--- src/rtl/cfg_pkg.sv ---
package cfg_pkg;
  localparam int FREQ_BITS = 20;
  localparam int ENH_BITS  = 8;

  typedef struct packed {
    logic shiftPrim;
    logic shiftNv;
    logic shiftEnh;
    logic loadNv;
    logic xferSec;
  } cfg_strobe_t;
endpackage

--- src/rtl/cfg_shreg.sv ---
module cfg_shreg #(
  parameter int W = 20
) (
  input  logic         clk,
  input  logic         rstN,
  input  logic         shiftEn,
  input  logic         loadEn,
  input  logic         serIn,
  input  logic [W-1:0] loadVal,
  output logic [W-1:0] q
);
  always_ff @(posedge clk or negedge rstN) begin
    if (!rstN)        q <= '0;
    else if (loadEn)  q <= loadVal;
    else if (shiftEn) q <= {serIn, q[W-1:1]};
  end
endmodule

--- src/rtl/cfg_ctrl.sv ---
module cfg_ctrl
  import cfg_pkg::*;
(
  input  logic        clk,
  input  logic        rstN,
  input  logic        serClk,
  input  logic        secWr,
  input  logic        eeLoad,
  input  logic        enhWr,
  output cfg_strobe_t strobe
);
  logic serClkQ, secWrQ, eeLoadQ;
  logic clkRise, secRise, loadRise;

  always_ff @(posedge clk or negedge rstN) begin
    if (!rstN) begin
      serClkQ <= 1'b0;
      secWrQ  <= 1'b0;
      eeLoadQ <= 1'b0;
    end else begin
      serClkQ <= serClk;
      secWrQ  <= secWr;
      eeLoadQ <= eeLoad;
    end
  end

  assign clkRise  = serClk & ~serClkQ;
  assign secRise  = secWr & ~secWrQ;
  assign loadRise = eeLoad & ~eeLoadQ;

  always_comb begin
    strobe           = '0;
    strobe.xferSec   = secRise;
    strobe.loadNv    = loadRise;
    strobe.shiftNv   = clkRise & eeLoad & ~loadRise;
    strobe.shiftEnh  = clkRise & ~eeLoad & enhWr;
    strobe.shiftPrim = clkRise & ~eeLoad & ~enhWr;
  end
endmodule

--- src/rtl/cfg_datapath.sv ---
module cfg_datapath
  import cfg_pkg::*;
#(
  parameter int FREQ_W = FREQ_BITS,
  parameter int ENH_W  = ENH_BITS
) (
  input  logic              clk,
  input  logic              rstN,
  input  cfg_strobe_t       strobe,
  input  logic              serData,
  input  logic              enhModeN,
  input  logic              freqSel,
  input  logic [FREQ_W-1:0] storedWord,
  output logic              serOut,
  output logic [FREQ_W-1:0] coreWord,
  output logic [ENH_W-1:0]  enhBits,
  output logic [FREQ_W-1:0] primWord,
  output logic [FREQ_W-1:0] secWord,
  output logic [FREQ_W-1:0] nvWord,
  output logic [ENH_W-1:0]  enhWord
);
  cfg_shreg #(.W(FREQ_W)) u_prim (
    .clk(clk), .rstN(rstN), .shiftEn(strobe.shiftPrim), .loadEn(1'b0),
    .serIn(serData), .loadVal('0), .q(primWord));

  cfg_shreg #(.W(FREQ_W)) u_nv (
    .clk(clk), .rstN(rstN), .shiftEn(strobe.shiftNv), .loadEn(strobe.loadNv),
    .serIn(serData), .loadVal(storedWord), .q(nvWord));

  cfg_shreg #(.W(ENH_W)) u_enh (
    .clk(clk), .rstN(rstN), .shiftEn(strobe.shiftEnh), .loadEn(1'b0),
    .serIn(serData), .loadVal('0), .q(enhWord));

  always_ff @(posedge clk or negedge rstN) begin
    if (!rstN)               secWord <= '0;
    else if (strobe.xferSec) secWord <= primWord;
  end

  assign serOut   = nvWord[0];
  assign coreWord = freqSel ? secWord : nvWord;

  for (genvar i = 0; i < ENH_W; i++) begin : g_enhGate
    assign enhBits[i] = enhWord[i] & ~enhModeN;
  end
endmodule

--- src/rtl/synth_cfg_port.sv ---
module synth_cfg_port
  import cfg_pkg::*;
#(
  parameter int FREQ_W = FREQ_BITS,
  parameter int ENH_W  = ENH_BITS
) (
  input  logic              clk,
  input  logic              rstN,
  input  logic              serClk,
  input  logic              serData,
  input  logic              secWr,
  input  logic              enhWr,
  input  logic              eeLoad,
  input  logic              enhModeN,
  input  logic              freqSel,
  input  logic [FREQ_W-1:0] storedWord,
  output logic              serOut,
  output logic [FREQ_W-1:0] coreWord,
  output logic [ENH_W-1:0]  enhBits
);
  cfg_strobe_t       strobe;
  logic [FREQ_W-1:0] primWord, secWord, nvWord;
  logic [ENH_W-1:0]  enhWord;

  cfg_ctrl u_ctrl (
    .clk(clk), .rstN(rstN), .serClk(serClk), .secWr(secWr),
    .eeLoad(eeLoad), .enhWr(enhWr), .strobe(strobe));

  cfg_datapath #(.FREQ_W(FREQ_W), .ENH_W(ENH_W)) u_dp (
    .clk(clk), .rstN(rstN), .strobe(strobe), .serData(serData),
    .enhModeN(enhModeN), .freqSel(freqSel), .storedWord(storedWord),
    .serOut(serOut), .coreWord(coreWord), .enhBits(enhBits),
    .primWord(primWord), .secWord(secWord), .nvWord(nvWord), .enhWord(enhWord));
endmodule

--- config.mk ---
export PLATFORM = sky130hd
export DESIGN_NAME = synth_cfg_port
export DESIGN_NICKNAME = d
export VERILOG_FILES = /design/src/rtl/cfg_pkg.sv /design/src/rtl/cfg_shreg.sv /design/src/rtl/cfg_ctrl.sv /design/src/rtl/cfg_datapath.sv /design/src/rtl/synth_cfg_port.sv
export SDC_FILE = /design/constraint.sdc
export NUM_CORES = 1
export LEC_CHECK = 0
export ABC_AREA = 1
export CAP_MARGIN = 20
export CORE_MARGIN = 3
export CORE_UTILIZATION = 55
export CTS_BUF_LIST = sky130_fd_sc_hd__clkbuf_8
export CTS_CLUSTER_SIZE = 20
export DETAILED_ROUTE_END_ITERATION = 7
export MAX_ROUTING_LAYER = met4
export PLACE_DENSITY = 0.82
export SYNTH_ARGS = -nofsm -noshare
export SYNTH_HDL_FRONTEND = slang
export SYNTH_SLANG_ARGS = --single-unit
--- constraint.sdc ---
create_clock -name clk -period 1.33 [get_ports clk]
set_clock_uncertainty 0.1 [all_clocks]
set_input_delay 0.133 -clock clk [delete_from_list [all_inputs] [get_ports clk]]
set_output_delay 0.133 -clock clk [all_outputs]
set_load 0.005 [all_outputs]
==> Yosys cells after proc, flatten, opt, wreduce, memory -nomap -nowiden <==
Index checks and enable logic that the tools add are counted.
{ "totals": {"out_inout_bits": 29, "register_bits": 71, "elab_cells": 34} }
{ "classes": {"reduce_logical": 1, "n_mux": 3, "n_bitwise": 23} }
{ "ops": {"columns": ["cell", "n"], "rows": [
  ["$mux W20", 3],
  ["$and A1 B1 Y1", 16],
  ["$not A1 Y1", 7],
  ["$reduce_bool A2 Y1", 1]
]} }

==> Longest topological paths before layout <==
Gate-level depths: netlist of the first run.
{ "logic_depth": {"word_depth": 6, "mapped_depth": 7, "ltp_nobuf": 6} }

==> Modules after synthesis <==
From an unflattened synthesis of the first run, not the netlist that was laid out.
{ "unflattened": {"hier_cells": 449, "hier_area_um2": 3487.1} }
{ "modules_own_cells": {"columns": ["module", "area_each_um2", "n_inst", "seq_area_each_um2", "cells_per_inst"], "rows": [
  ["cfg_shreg at u_dp.u_nv ...", 930.9, 2, 500.5, 110],
  ["cfg_datapath", 1109.8, 1, 500.5, 169],
  ["cfg_shreg at u_dp.u_enh", 374.1, 1, 200.2, 44],
  ["cfg_ctrl", 141.4, 1, 75.1, 16]
]} }

==> Least setup slack after synthesis of the first run <==
Ideal clock, no wire load.
{ "synth_timing": {"kind": "reg-to-reg", "start": "register u_ctrl.serClkQ", "end": "register u_dp.u_enh.q[7]", "required_time_ps": 1165, "stages_incl_launch_ff": 6, "setup_ps": 65, "synth_period_minus_slack_ps": 1096, "t_arrival_ps": 930, "path_buffers": 2, "slack_ps": 234, "cell_sequence": "dfrtp_1 -> nor2_2 -> buf_4 -> buf_4 -> nand4_1 -> nand2_1"} }
{ "synth_via": {"elab_chain_cells": 4} }
{ "synth_lines": {"columns": ["element", "line_no", "source"], "rows": [
  ["start, declared", "cfg_ctrl.sv:12", "logic serClkQ, secWrQ, eeLoadQ;"],
  ["start signal, assigned", "cfg_ctrl.sv:21", "serClkQ <= serClk;"],
  ["$not A1 Y1", "cfg_ctrl.sv:27", "assign clkRise = serClk & ~serClkQ;"],
  ["$and A1 B1 Y1", "cfg_ctrl.sv:27", null],
  ["$and A1 B1 Y1 (2 in a row)", "cfg_ctrl.sv:36", "strobe.shiftEnh = clkRise & ~eeLoad & enhWr;"],
  ["end signal, assigned", "cfg_shreg.sv:14", "else if (loadEn) q <= loadVal;"],
  ["end signal, assigned", "cfg_shreg.sv:15", "else if (shiftEn) q <= {serIn, q[W-1:1]};"],
  ["end, declared", "cfg_shreg.sv:10", "output logic [W-1:0] q"]
]} }
Every way passes these cells.
A chain may end at the register's enable or synchronous reset.

==> Final worst setup path of the first run <==
{ "layout_timing": {"start": "register u_dp.u_nv.q[0]", "end": "output coreWord[0]"} }
{ "layout_via": {"elab_chain_cells": 1} }
{ "layout_lines": {"columns": ["element", "line_no", "source"], "rows": [
  ["start, declared", "cfg_shreg.sv:10", null],
  ["start signal, assigned", "cfg_shreg.sv:14", null],
  ["start signal, assigned", "cfg_shreg.sv:15", null],
  ["$mux W20", "cfg_datapath.sv:40", "assign coreWord = freqSel ? secWord : nvWord;"],
  ["end, declared", "synth_cfg_port.sv:18", "output logic [FREQ_W-1:0] coreWord,"]
]} }
Every way passes these cells.

==> impl_results.md, run 1 <==
- R2r startpoint: u_ctrl.serClkQ
- Skew-Pair Late Insertion Delay: 340 ps
- Routability-driven placement congestion ratio: 0.884
- Die area: 0.00717 mm2
- DP Area: 0.00427 mm2
- H-tree levels: 3
- Clk sink count: 71
- Largest net degree at the start of global routing: 41
- Share of the synthesized area in the top cell type: 0.521
- Fill cell count: 365
- Synth Area in XOR/XNOR: 0
- Vias in the first global route: 3123
- Highest Clock Rate: 670 MHz
- Antenna cells: 0
- Synth top cells by count: nand2_1 (179), dfrtp_1 (71), nand3_1 (63)
- Crit-path slowest cell: dfrtp_1
- IO Count: 58
- R2R Setup Slk: -10 ps
- Register area share after synthesis: 0.521
- Synthesis-to-layout area growth: 38.9%
- Ranking of synthesized cells by area: dfrtp_1 (52%), nand2_1 (20%), nand3_1 (9.3%)
- Drt first pass iters: 6
- Reg power frac: 0.467
- Status: finished with violations
- Min-Delay Path Class: in -> async
- Mapped Nets: 445
- Slew @ Worst Pin: 400 ps
- # rows: 28
- Total CTS buffers: 9
- First-pass GRT wire length: 15.0 mm
- Mux contribution to synthesized area: 0.0661
- Final setup margin: -162 ps
- Final core utilization: 0.794
- Synthesized cell area: 0.00341 mm2
- Net Sw Frac: 0.301
- Crit path to: coreWord[0]
- Routed len/inst: 16.7 um
- Fin crit share: 1.12
- Max-Cap Viols: 0
- Peak VDD IR: 0.685 mV
- Crit start category: register
- Endpoints failing setup: 21
- Initial antenna violation count: 0
- Design area: 0.00473 mm2
- Adder-cell share of the synthesized area: 0
- Final Max Tran Viols: 0
- Number of synthesized flops with an enable pin: 0
- Synth cell types: 12
- Crit-path cells: buf_6 > mux2_2 > buf_2
- Iter 0 DRT Violations: 329
- CTS root buf: clkbuf_8
- Required time of the critical path: 1100 ps
- Core Area: 0.00596 mm2
- Gate power share: 0.266
- Max-slew headroom: 0.733
- Synth area leader: dfrtp_1
- Leakage: 2.64 nW
- Compound-Gate Fraction of Synth Area: 0
- R2R Path End: u_dp.u_nv.q[16]
- Syn_area_per_cell: 8.19 um2
- Worst EP arrival: 1260 ps
- Worst-path clk slew: 80 ps
- Synth Instances: 416
- CTS tree: built
- Synth Flop Type: dfrtp_1
- Grt ovf: 0
- Die height: 84.7 um
- Cells on worst reg2reg path: 5
- Synth Register Bits: 71
- Via count: 3373
- Pwr dens: 1170 mW/mm2
- Pint: 3.88 mW
- P_sw: 1.67 mW
- Crit path launch: u_dp.u_nv.q[0]
- # DRC: 0
- Nets: 548
- Dpl hpwl: 5.80 mm
- Remaining antenna violation count: 0
- Vias/cell: 5.64
- Cell with the most instances after synthesis: nand2_1
- Violated checks: setup timing
- Post-synth ARST share: 1.00
- Main combinational cell family by area after synthesis: simple AND/OR/NAND/NOR gates
- Clock share of power: 0.267
- RSZ-0062 raised after global routing: true
- Initial Util: 0.572
- Longest Clk Path Bufs: 2
- Yosys warning total: 0
- Final WL: 9.99 mm
- CP Class: reg -> out
- GRT Overall Usage: 0.272
- Port-buffer cells: 57
- Die boundary width: 84.7 um
- Crit-path max FO: 2
- Final min period: 1490 ps
- Hold violation count in the final report: 0
- Area share of and/or/nand/nor cells after synthesis: 0.352
- Share of post-route cells with drive strength above 1: 0.252
- Slowest stage delay, CP: 400 ps
- Crit. End Element: output port
==> per-layer routing <==
layer	track usage	routed length (um)	vias up
met1	0.341	4020	1572
met3	0.0393	745	46
met4	0.121	387	0
met2	0.439	4830	197
li1	-	-	1558
met5	-	0	-
==> power by group through the flow <==
stage          Sequential, mW  Clock (mW)  Combinational (mW)
6_report                 2.59        1.48                1.48
5_1_grt                  2.60        1.60                1.60
4_1_cts                  2.56        1.48                1.31
3_5_place_dp             2.61           0                1.20
3_3_place_gp             2.61           0                1.16
2_1_floorplan            2.56           0               0.544
==> worst max-delay path, delay by kind of cell (launching register included) <==
family | cells | cell delay [ps]
multiplexers | 1 | 260
buffers and inverters | 2 | 260
flip-flops | 1 | 400
==> state kept, by name, summed over array words and instances, names as in the netlist <==
register and cells:
u_ctrl.eeLoadQ 1, u_ctrl.secWrQ 1, u_dp.secWord 20, u_dp.u_enh.q 8, u_dp.u_nv.q 20, u_dp.u_prim.q 20
u_ctrl.serClkQ 1
==> per-stage QoR <==
stage               cells  TNS [ps]  hold WS (ps)  setup slack, ps  power (mW)
finish                598     -1140           147             -162        5.55
global route          598     -1940           169             -194        5.81
floorplan             416         0          -263              234        3.10
global placement      555    -18410         -23.2             -501        3.77
CTS                   590      -858           148             -130        5.35
detailed placement    555    -19440         -22.2             -542        3.81
==> worst min-delay path by stage <==
stage	startpoint	to	slack [ps]	depth (start not counted)
global placement	rstN	u_dp.u_nv.q[15]	-20	1
global route	rstN	u_dp.u_nv.q[14]	170	2
CTS	rstN	u_dp.u_nv.q[14]	150	2
finish	rstN	u_dp.u_nv.q[14]	150	2
detailed placement	rstN	u_dp.u_nv.q[14]	-20	1
floorplan	rstN	u_ctrl.eeLoadQ	-260	0
==> placed cells by master (no fill, tap or decap), drive strengths merged <==
master and count:
nand2 179, buf 85, dfrtp 71, nand3 63
nand4 28, clkdlybuf4s50 25, mux2 20, clkbuf 16
inv 14, nor2 9, clkinv 4, clkdlybuf4s15 4
clkinvlp 2, bufbuf 1, dlygate4sd3 1, dlygate4sd2 1
==> cell type report <==
type	instances	area, um2	area share
Clock buffer	9	124	0.0262
Clock inverter	6	38.8	0.00820
Inverter	14	52.6	0.0111
Multi-Input combinational cell	299	1490	0.315
Sequential cell	71	1780	0.376
Tap cell	75	93.8	0.0198
Timing Repair Buffer	124	1160	0.244
==> timing repair <==
action | CTS | global route
gates cloned | 1 | 1
resized for setup | 109 | 34
setup buffers | 18 | 7
hold endpoints to repair | 71 | 0
endpoints found under the setup margin | 29 | 32
hold buffers | 1 | 0
==> cell families after synthesis <==
| logic type | Yosys count |
|---|---|
| buffers and inverters | 46 |
| multiplexers | 20 |
| flip-flops | 71 |
| AND/OR/NAND/NOR | 279 |
Note: power is estimated with default switching activity, not from simulation.
==> run 2, diff against run 1 <==
ABC_AREA = not set   (was 1)
PLACE_DENSITY = 0.83   (was 0.82)
==> run 2 against run 1 <==
The run still ends with setup timing left. Global-route usage fell by 4.2 points. Worst hold slack gained 40 ps. First-iteration DRC count down 64%. Wire length decreased by 12%. Sequential power up 14%. Flip-flop and latch count stayed put. Combinational power grew 93%. Sequential share of layout area fell by 2.5 points. Synthesized cell count decreased by 51%.
==> impl_results.md, run 2 <==
- Longest Clk Path Bufs: 2 (unchanged)
- Setup TNS: -10830 ps (was -1140 ps)
- Final std cells w/o fill: 408 (was 598)
- Fin crit share: 1.18 (was 1.12)
- Synthesis-to-layout area growth: 51.7% (was 38.9%)
- Max-Cap Viols: 0 (unchanged)
- Ranking of synthesized cells by area: dfrtp_1 (53%), mux2_2 (23%), mux2_4 (18%) (was dfrtp_1 (52%), nand2_1 (20%), nand3_1 (9.3%))
- Skew-Pair Late Insertion Delay: 350 ps (was 340 ps)
- Endpoints failing setup: 83 (was 21)
- Leading cell type in the layout, fill and taps excluded: mux2_4 (was nand2_1)
- Synthesized cell area: 0.00334 mm2 (was 0.00341 mm2)
- H-tree levels: 3 (unchanged)
- Initial Util: 0.589 (was 0.572)
- Drt first pass iters: 4 (was 6)
- Nets: 360 (was 548)
- GRT Overall Usage: 0.229 (was 0.272)
- Routed len/inst: 21.6 um (was 16.7 um)
- Synth Flop Type: dfrtp_1 (unchanged)
- First-pass GRT wire length: 12.1 mm (was 15.0 mm)
- Initial antenna violation count: 0 (unchanged)
- Clk sink count: 71 (unchanged)
- Largest regs: u_dp.secWord (20), u_dp.u_nv.q (20), u_dp.u_prim.q (20) (unchanged)
- Die area: 0.00705 mm2 (was 0.00717 mm2)
- Crit-path max FO: 11 (was 2)
- Antenna cells: 0 (unchanged)
- Synth Register Bits: 71 (unchanged)
- Iter 0 DRT Violations: 117 (was 329)
- Final WL: 8.80 mm (was 9.99 mm)
- Synth Instances: 203 (was 416)
- Final min period: 1570 ps (was 1490 ps)
- Core Area: 0.00568 mm2 (was 0.00596 mm2)
- Worst EP arrival: 1710 ps (was 1260 ps)
- Synth top cells by count: dfrtp_1 (71), mux2_2 (68), mux2_4 (40) (was nand2_1 (179), dfrtp_1 (71), nand3_1 (63))
- Synth cell types: 11 (was 12)
- Share of post-route cells with drive strength above 1: 0.682 (was 0.252)
- Dpl hpwl: 4.16 mm (was 5.80 mm)
- Leakage: 2.56 nW (was 2.64 nW)
- Routability-driven placement congestion ratio: 0.703 (was 0.884)
- Mapped Nets: 232 (was 445)
- Register area share after synthesis: 0.532 (was 0.521)
- Grt ovf: 0 (unchanged)
- Peak VDD IR: 1.24 mV (was 0.685 mV)
- Syn_area_per_cell: 16.5 um2 (was 8.19 um2)
- Crit. End Element: register (was output port)
- Status: finished with violations (unchanged)
- Slew @ Worst Pin: 367 ps (was 400 ps)
- Required time of the critical path: 1470 ps (was 1100 ps)
- Pwr dens: 1480 mW/mm2 (was 1170 mW/mm2)
- Pre-CTS WS: -547 ps (was -542 ps)
- Vias in the first global route: 2371 (was 3123)
- CP Class: reg -> reg (was reg -> out)
- Worst-path clk slew: 70 ps (was 80 ps)
- Placed Cells: 352 (was 555)
- Final Max Tran Viols: 0 (unchanged)
- Hold violation count in the final report: 0 (unchanged)
- Final setup margin: -241 ps (was -162 ps)
- Die boundary width: 84.0 um (was 84.7 um)
- Crit start category: register (unchanged)
- Vias/cell: 5.40 (was 5.64)
- Largest net degree at the start of global routing: 72 (was 41)
- # DRC: 0 (unchanged)
- Total CTS buffers: 9 (unchanged)
- IO Count: 58 (unchanged)
- Violated checks: setup timing (unchanged)
- RSZ-0062 raised after global routing: true (unchanged)
- Remaining antenna violation count: 0 (unchanged)
- Port-buffer cells: 57 (unchanged)
- Synth area leader: dfrtp_1 (unchanged)
- CTS tree: built (unchanged)
- Commonest cells after routing, fill and taps aside: mux2_4 (103), dfrtp_1 (71), buf_4 (51), clkdlybuf4s50_1 (25), buf_6 (17) (was nand2_1 (178), dfrtp_1 (71), nand3_1 (62), buf_4 (58), nand4_1 (28))
- Max-slew headroom: 0.755 (was 0.733)
- Post-synth ARST share: 1.00 (unchanged)
- CTS root buf: clkbuf_8 (unchanged)
- # rows: 27 (was 28)
- Via count: 2204 (was 3373)
- Yosys warning total: 0 (unchanged)
- Total Power: 7.49 mW (was 5.55 mW)
- Highest Clock Rate: 637 MHz (was 670 MHz)
- Die height: 84.0 um (was 84.7 um)
- Cell with the most instances after synthesis: dfrtp_1 (was nand2_1)
- Min-Delay Path Class: in -> reg (was in -> async)
- Share of the synthesized area in the top cell type: 0.532 (was 0.521)
- Number of synthesized flops with an enable pin: 0 (unchanged)
run 2: changes by cell type after synthesis, sizes merged, moves of 9 or more:
cell,previous run,this run
nor2,9,0
inv,14,0
nand3,63,0
nand2,179,0
nand4,28,0
nor2b,0,10
buf,20,10
clkbuf,12,0
mux2,20,108
run 2: repair_timing:
item / in CTS / in global routing
hold buffers: 1 / 0
endpoints found under the setup margin: 76 / 83
endpoints found under the hold margin: 71 / 0
gates cloned: 3 / 3
setup buffers: 20 / 15
pin swaps: 1 / 1
gates resized for setup: 126 / 48
run 2: worst max-delay path: stages (launching register included):
cell     delay, ps
dfrtp_1        420
nor2b_4        180
buf_12         180
mux2_4         310
mux2_4         260
run 2: layout make-up:
type | count | area [um2]
multi-input cells | 122 | 1760
fillers | 239 | 606
repair buffers | 127 | 1260
clock buffers | 10 | 138
flip-flops and latches | 71 | 1780
well taps | 72 | 90.1
clock inverters | 6 | 52.6
run 2: cells by family after synthesis:
logic type,Yosys count,share of synthesized area
flip-flops,71,0.532
buffers and inverters,10,0.0240
multiplexers,108,0.409
AND/OR/NAND/NOR,13,0.0322
AO/OA/AOI/OAI,1,0.00337
run 2: path summary, 6_finish.rpt:
check / startpoint / end / slack (ps) / cells after the start
setup / recovery: u_ctrl.eeLoadQ / u_dp.u_nv.q[0] / -240 / 4
hold / removal: secWr / u_ctrl.secWrQ / 190 / 1
setup reg to reg: u_ctrl.eeLoadQ / u_dp.u_nv.q[0] / -240 / 4
hold reg to reg: u_dp.secWord[19] / u_dp.secWord[19] / 420 / 1
max in group asynchronous: rstN / u_dp.u_nv.q[16] / 610 / 3
min in group asynchronous: rstN / u_dp.secWord[5] / 230 / 3
run 2: metrics by stage:
stage	area (um2)	hold WS [ps]	util
3_3_place_gp	4360	86.4	0.768
6_report	5070	187	0.893
4_1_cts	4800	167	0.847
3_5_place_dp	4360	92.1	0.768
5_1_grt	5070	159	0.893
2_1_floorplan	3450	-263	-
run 2: report_power, final:
| part | internal (mW) | switching, mW | total [mW] | leakage (nW) |
|---|---|---|---|---|
| Sequential | 2.61 | 0.326 | 2.94 | 0.923 |
| Clock | 0.894 | 0.793 | 1.69 | 0.108 |
| Combinational | 2.03 | 0.830 | 2.86 | 1.53 |
| Total | 5.54 | 1.95 | 7.49 | 2.56 |
run 2: layer usage:
layer,GRT usage,wire length [um],up-vias
met5,-,0,-
met4,0.0643,257,0
met3,0.0671,362,25
met2,0.376,4520,67
met1,0.278,3650,1133
li1,-,-,979
